--- config.mk ---
export PLATFORM = sky130hd
export DESIGN_NAME = hif_regfile
export DESIGN_NICKNAME = d
export VERILOG_FILES = /design/src/rtl/hif_pkg.sv /design/src/rtl/hif_decode.sv /design/src/rtl/hif_wgate.sv /design/src/rtl/hif_field.sv /design/src/rtl/hif_regfile.sv
export SDC_FILE = /design/constraint.sdc
export NUM_CORES = 1
export LEC_CHECK = 0
export ABC_AREA = 1
export BUFFER_PORTS_ARGS = -buffer_cell sky130_fd_sc_hd__buf_4
export CAP_MARGIN = 20
export CORE_ASPECT_RATIO = 0.75
export CORE_MARGIN = 3
export CORE_UTILIZATION = 51
export DETAILED_ROUTE_END_ITERATION = 10
export HOLD_SLACK_MARGIN = 0.06
export PLACE_DENSITY = 0.86
export SYNTH_ARGS = -nofsm -noshare
export SYNTH_HDL_FRONTEND = slang
export SYNTH_SLANG_ARGS = --single-unit
--- constraint.sdc ---
create_clock -name clk -period 2.5 [get_ports clk]
set_input_delay 0.625 -clock clk [delete_from_list [all_inputs] [get_ports clk]]
set_output_delay 0.625 -clock clk [all_outputs]
set_load 0.02 [all_outputs]
--- src/rtl/hif_pkg.sv ---
package hif_pkg;
  localparam int NREG  = 6;
  localparam int IDX_W = 3;

  localparam int IDX_MODE = 0;
  localparam int IDX_TX   = 1;
  localparam int IDX_RX   = 2;
  localparam int IDX_GAP  = 3;
  localparam int IDX_LEN  = 4;
  localparam int IDX_STAT = 5;

  typedef logic [15:0] word_t;

  localparam word_t REG_MASK [NREG] = '{16'h000F, 16'h01FF, 16'h00FF,
                                        16'h001F, 16'h3FFF, 16'h00FF};
  localparam word_t REG_POR  [NREG] = '{16'h0001, 16'h0000, 16'h0004,
                                        16'h000C, 16'h05EE, 16'h0000};
  localparam bit    REG_RO   [NREG] = '{1'b0, 1'b0, 1'b0, 1'b0, 1'b0, 1'b1};

  typedef struct packed {
    logic             hit;
    logic [IDX_W-1:0] idx;
    logic [1:0]       be;
    logic             odd;
  } dec_t;
endpackage

--- src/rtl/hif_decode.sv ---
module hif_decode
  import hif_pkg::*;
#(
  parameter int HOST_W = 16,
  parameter int ADDR_W = 8
) (
  input  logic [ADDR_W-1:0] addr,
  output dec_t              dec
);
  localparam int WI_W = ADDR_W - 1;

  logic [WI_W-1:0] word_idx;

  assign word_idx = addr[ADDR_W-1:1];

  generate
    if (HOST_W == 8) begin : g_byte
      always_comb begin
        dec.hit = (word_idx < WI_W'(NREG));
        dec.idx = word_idx[IDX_W-1:0];
        dec.be  = addr[0] ? 2'b10 : 2'b01;
        dec.odd = 1'b0;
      end
    end else begin : g_word
      always_comb begin
        dec.hit = (word_idx < WI_W'(NREG));
        dec.idx = word_idx[IDX_W-1:0];
        dec.be  = 2'b11;
        dec.odd = addr[0];
      end
    end
  endgenerate
endmodule

--- src/rtl/hif_wgate.sv ---
module hif_wgate
  import hif_pkg::*;
(
  input  logic clk,
  input  logic rst_n,
  input  logic wr,
  input  dec_t dec,
  input  logic core_idle,
  output logic we,
  output logic err
);
  logic is_mode;
  logic is_ro;
  logic state_ok;
  logic target_rw;

  always_comb begin
    is_mode   = (dec.idx == IDX_W'(IDX_MODE));
    is_ro     = (dec.idx == IDX_W'(IDX_STAT));
    state_ok  = core_idle || is_mode;
    target_rw = dec.hit && !dec.odd && !is_ro;
    we        = wr && target_rw && state_ok;
    err       = wr && (dec.odd || (dec.hit && !is_ro && !state_ok));
  end

  // a refused write never reaches a register
  a_r6_err_excludes_we: assert property (@(posedge clk) disable iff (!rst_n)
    err |-> !we);

  // the mode register is never refused for state reasons
  a_r7_mode_not_refused: assert property (@(posedge clk) disable iff (!rst_n)
    (wr && dec.hit && !dec.odd && is_mode) |-> (we && !err));
endmodule

--- src/rtl/hif_field.sv ---
module hif_field
  import hif_pkg::*;
#(
  parameter word_t POR  = 16'h0000,
  parameter word_t MASK = 16'hFFFF,
  parameter bit    RO   = 1'b0
) (
  input  logic       clk,
  input  logic       rst_n,
  input  logic       we,
  input  logic [1:0] be,
  input  word_t      wdata,
  input  word_t      stat,
  output word_t      q
);
  word_t q_nxt;

  generate
    if (RO) begin : g_ro
      always_comb q_nxt = stat & MASK;
    end else begin : g_rw
      always_comb begin
        q_nxt = q;
        if (we && be[0]) q_nxt[7:0]  = wdata[7:0];
        if (we && be[1]) q_nxt[15:8] = wdata[15:8];
        q_nxt = q_nxt & MASK;
      end
    end
  endgenerate

  always_ff @(posedge clk or negedge rst_n) begin
    if (!rst_n) q <= POR;
    else        q <= q_nxt;
  end

  // undefined bits never hold a one
  a_r5_rsv_zero: assert property (@(posedge clk) disable iff (!rst_n)
    (q & ~MASK) == 16'h0000);

  // without a write enable a read/write register keeps its value
  a_r6_hold_without_we: assert property (@(posedge clk) disable iff (!rst_n)
    (!RO && !we) |=> $stable(q));
endmodule

--- src/rtl/hif_regfile.sv ---
module hif_regfile
  import hif_pkg::*;
#(
  parameter int HOST_W = 16,
  parameter int ADDR_W = 8
) (
  input  logic              clk,
  input  logic              rst_n,
  input  logic [ADDR_W-1:0] hst_addr,
  input  logic [HOST_W-1:0] hst_wdata,
  input  logic              hst_wr,
  input  logic              hst_rd,
  output logic [HOST_W-1:0] hst_rdata,
  input  logic              core_idle,
  input  logic [15:0]       core_stat,
  output logic [15:0]       cfg_mode,
  output logic [15:0]       cfg_tx,
  output logic [15:0]       cfg_rx,
  output logic [15:0]       cfg_gap,
  output logic [15:0]       cfg_len,
  output logic              wr_err
);
  dec_t              dec;
  word_t             wdata16;
  logic              we;
  logic              err;
  word_t             q_arr [NREG];
  word_t             rd_word;
  logic [HOST_W-1:0] rd_lane;
  logic [HOST_W-1:0] rdata_nxt;
  logic              err_nxt;

  hif_decode #(.HOST_W(HOST_W), .ADDR_W(ADDR_W)) u_dec (
    .addr (hst_addr),
    .dec  (dec)
  );

  hif_wgate u_gate (
    .clk       (clk),
    .rst_n     (rst_n),
    .wr        (hst_wr),
    .dec       (dec),
    .core_idle (core_idle),
    .we        (we),
    .err       (err)
  );

  generate
    if (HOST_W == 8) begin : g_wd8
      assign wdata16 = {hst_wdata, hst_wdata};
    end else begin : g_wd16
      assign wdata16 = hst_wdata[15:0];
    end
  endgenerate

  generate
    for (genvar i = 0; i < NREG; i++) begin : g_reg
      logic we_i;
      assign we_i = we && (dec.idx == IDX_W'(i));
      hif_field #(.POR(REG_POR[i]), .MASK(REG_MASK[i]), .RO(REG_RO[i])) u_fld (
        .clk   (clk),
        .rst_n (rst_n),
        .we    (we_i),
        .be    (dec.be),
        .wdata (wdata16),
        .stat  (core_stat),
        .q     (q_arr[i])
      );
    end
  endgenerate

  assign cfg_mode = q_arr[IDX_MODE];
  assign cfg_tx   = q_arr[IDX_TX];
  assign cfg_rx   = q_arr[IDX_RX];
  assign cfg_gap  = q_arr[IDX_GAP];
  assign cfg_len  = q_arr[IDX_LEN];

  always_comb begin
    rd_word = 16'h0000;
    for (int i = 0; i < NREG; i++) begin
      if (dec.hit && !dec.odd && (dec.idx == IDX_W'(i))) rd_word = q_arr[i];
    end
  end

  generate
    if (HOST_W == 8) begin : g_rl8
      assign rd_lane = hst_addr[0] ? rd_word[15:8] : rd_word[7:0];
    end else begin : g_rl16
      assign rd_lane = rd_word;
    end
  endgenerate

  always_comb begin
    rdata_nxt = hst_rd ? rd_lane : hst_rdata;
    err_nxt   = err;
  end

  always_ff @(posedge clk or negedge rst_n) begin
    if (!rst_n) begin
      hst_rdata <= '0;
      wr_err    <= 1'b0;
    end else begin
      hst_rdata <= rdata_nxt;
      wr_err    <= err_nxt;
    end
  end

  // an error pulse only follows a write strobe
  a_r10_err_needs_wr: assert property (@(posedge clk) disable iff (!rst_n)
    wr_err |-> $past(hst_wr));

  // read data holds while no read is strobed
  a_r9_rdata_hold: assert property (@(posedge clk) disable iff (!rst_n)
    !hst_rd |=> $stable(hst_rdata));

  // busy core keeps every gated register unchanged
  a_r6_busy_hold: assert property (@(posedge clk) disable iff (!rst_n)
    !core_idle |=> $stable({cfg_tx, cfg_rx, cfg_gap, cfg_len}));

  // outputs carry no undefined bits
  a_r5_cfg_masked: assert property (@(posedge clk) disable iff (!rst_n)
    ((cfg_mode & ~REG_MASK[IDX_MODE]) == 16'h0) && ((cfg_len & ~REG_MASK[IDX_LEN]) == 16'h0));

  generate
    if (HOST_W == 16) begin : g_a16
      // a word write to mode lands regardless of core state
      a_r7_mode_word: assert property (@(posedge clk) disable iff (!rst_n)
        (hst_wr && !hst_addr[0] && (hst_addr[ADDR_W-1:1] == '0)) |=>
          (cfg_mode == ($past(wdata16) & REG_MASK[IDX_MODE])));
      // odd address writes are always refused
      a_r3_odd_err: assert property (@(posedge clk) disable iff (!rst_n)
        (hst_wr && hst_addr[0]) |=> wr_err);
    end
  endgenerate
endmodule

==> results.json <==
{
  "seq_area_um2": 1592,
  "cts_buffers": 9,
  "ios": 142,
  "combinationalPowerShare_pct": 11.2,
  "cap_violations": 0,
  "cp_max_fo": 16,
  "ys_warn_count": 0,
  "worst-setup-path-type": "in2reg",
  "dp_hpwl_um": 5791,
  "gr-total-overflow": 0,
  "fin_crit_sh_pct": 74.67,
  "clock-skew-final_ns": 0.002915,
  "hold_buffers": 0,
  "diodes": 0,
  "clkSinkCount": 63,
  "wire_per_inst_um": 14.07,
  "nets": 511,
  "htree_levels": 3,
  "rows": 24,
  "syn-cell-area_um2": 3151,
  "min_period_ns": 1.867,
  "post_cts_resized": 0,
  "p_seq_share_pct": 48.5,
  "p_leak_nw": 2.125,
  "drv_slew": 0,
  "grt_max_degree": 64,
  "arrival_ns": 2.08,
  "switching_share_pct": 25.36,
  "fp.dieH_um": 74.07,
  "slew_headroom_pct": 47.79,
  "via_per_inst": 4.843,
  "post_cts_buffers": 0,
  "multi_input_area_um2": 1214,
  "vias": 2659,
  "place.gp.congestion": 0.8656,
  "antenna_found_initial": 0,
  "grt_usage_pct": 21.54,
  "rsz0062_at_grt": "false",
  "grt_pass1_wl_um": 12100,
  "p_per_area_nw_per_um2": 559.5,
  "layout_commonest_cell": "nand2_1",
  "drive_above_1_share_pct": 30.15,
  "switchingPower_mw": 0.5562,
  "setup_violations": 0,
  "areaGrowthSynthToFinish_pct": 24.42,
  "dieArea_um2": 7166,
  "core_area_um2": 5886,
  "grt_pass1_vias": 2441,
  "start_kind": "input port",
  "final_hold_viol_count": 0,
  "internal_power_mw": 1.637,
  "portBuffers": 89,
  "cts_tree": "yes",
  "firstDrtPassIters": 5,
  "hold_path_class": "in2async",
  "hold_ws_ns": 0.3810,
  "vdd_ir_drop_max_mv": 0.3167,
  "drt-total-wl_um": 7725,
  "fin_tns_setup_ns": 0,
  "pwr-share-clk_pct": 40.3,
  "remaining_drc_errors": 0,
  "final_cell_mix": "116 x nand2_1, 91 x buf_4, 51 x dfrtp_1",
  "ys_seq_area_share_pct": 50.52,
  "worstMarginPinSlew_ns": 0.7832,
  "n_fill_cell": 506,
  "dpl.cell_count": 533,
  "syn_avg_cell_area_um2": 8.446,
  "insertion_delay_ns": 0.32,
  "endpoint_kind": "flip-flop",
  "synthCells": 373,
  "initial_core_util_pct": 53.53,
  "fmax_mhz": 535.7,
  "path_clk_slew_ns": 0.07,
  "synth-seq-cells": 63,
  "final_cells": 549,
  "outcome": "finished, final reports clean",
  "clockBufferDepth": 2,
  "clockRootBuffer": "clkbuf_8",
  "yosys.cell_types.count": 28,
  "cp.required_ns": 2.72,
  "postRouteAntennaNets": 0,
  "drt_iter0_drc": 196,
  "die_w_um": 96.76
}
-- area by class of cell --
type | instances | area share (%)
clock inverter | 3 | 1.085
inverter | 35 | 3.383
timing repair buffer | 91 | 17.43
tap | 78 | 2.490
multi-input combinational | 266 | 30.96
clock buffer | 13 | 4.054
sequential | 63 | 40.60
-- registers in the layout, indices dropped and copies added, names as in the netlist --
name	count
hst_rdata	14
g.u_fld.q	48
wr_err	1
-- Yosys cell counts (all sizes together) --
cell | n | area, um2
a32o | 1 | 10.01
buf | 48 | 359.1
clkbuf | 2 | 7.510
clkinv | 2 | 8.750
conb | 1 | 3.750
dfrtp | 51 | 1276
dfstp | 12 | 315.3
inv | 33 | 123.9
nand2 | 124 | 490.5
nand3 | 20 | 100.1
nand3b | 2 | 15.01
nand4 | 9 | 56.30
nor2 | 22 | 107.6
nor3 | 5 | 36.29
o21ai | 40 | 234.0
or2 | 1 | 6.260
-- metal layers --
metal | global-route usage, % | routed length [um]
met1 | 29.33 | 3214
met2 | 34.10 | 3764
met3 | 6.186 | 682
met4 | 6.542 | 63
met5 | 0 | 0
-- critical path: stages --
cell and delay [ns]:
buf_4 0.11, inv_1 0.05, nand2_1 0.13, nor3_4 0.41
nand2_4 0.12, clkinv_2 0.22, nand2_2 0.08, buf_4 0.20
nand2_1 0.08, nand2_1 0.05
-- through the flow --
step	setup slack [ns]	util (%)	power, mW	instance area, um2
floorplan	0.7227	-	1.265	3304
global placement	0.3552	63.18	1.321	3719
detailed placement	0.2954	63.18	1.327	3719
CTS	0.6431	66.60	2.219	3920
global route	0.4621	66.60	2.279	3920
finish	0.6333	66.60	2.193	3920
-- path summary, 6_finish.rpt --
path | from | end | slack (ns) | cells after the start
max | hst_addr[4] | g_reg[4].u_fld.q[13] | 0.63 | 10
min in group clk | core_stat[7] | g_reg[5].u_fld.q[7] | 0.41 | 1
min reg2reg | g_reg[4].u_fld.q[10] | g_reg[4].u_fld.q[10] | 0.48 | 2
min | rst_n | hst_rdata[1] | 0.38 | 1
max in group asynchronous | rst_n | g_reg[2].u_fld.q[7] | 1.61 | 1
max reg2reg | g_reg[2].u_fld.q[3] | hst_rdata[3] | 1.45 | 7
-- logic make-up after synthesis --
family | Yosys count | synth area share [%]
compound gates | 41 | 7.744
buf+inv | 85 | 15.85
flops | 63 | 50.52
other cells | 1 | 0.1190
simple gates | 183 | 25.77
-- power by group through the flow --
stage / combinational (mW) / clock (mW) / sequential [mW]
final: 0.246 / 0.884 / 1.06
after global routing: 0.267 / 0.945 / 1.07
after CTS: 0.246 / 0.910 / 1.06
after detailed placement: 0.245 / 0 / 1.08
after global placement: 0.240 / 0 / 1.08
after floorplan: 0.164 / 0 / 1.10
Note: power is estimated with default switching activity, not from simulation.
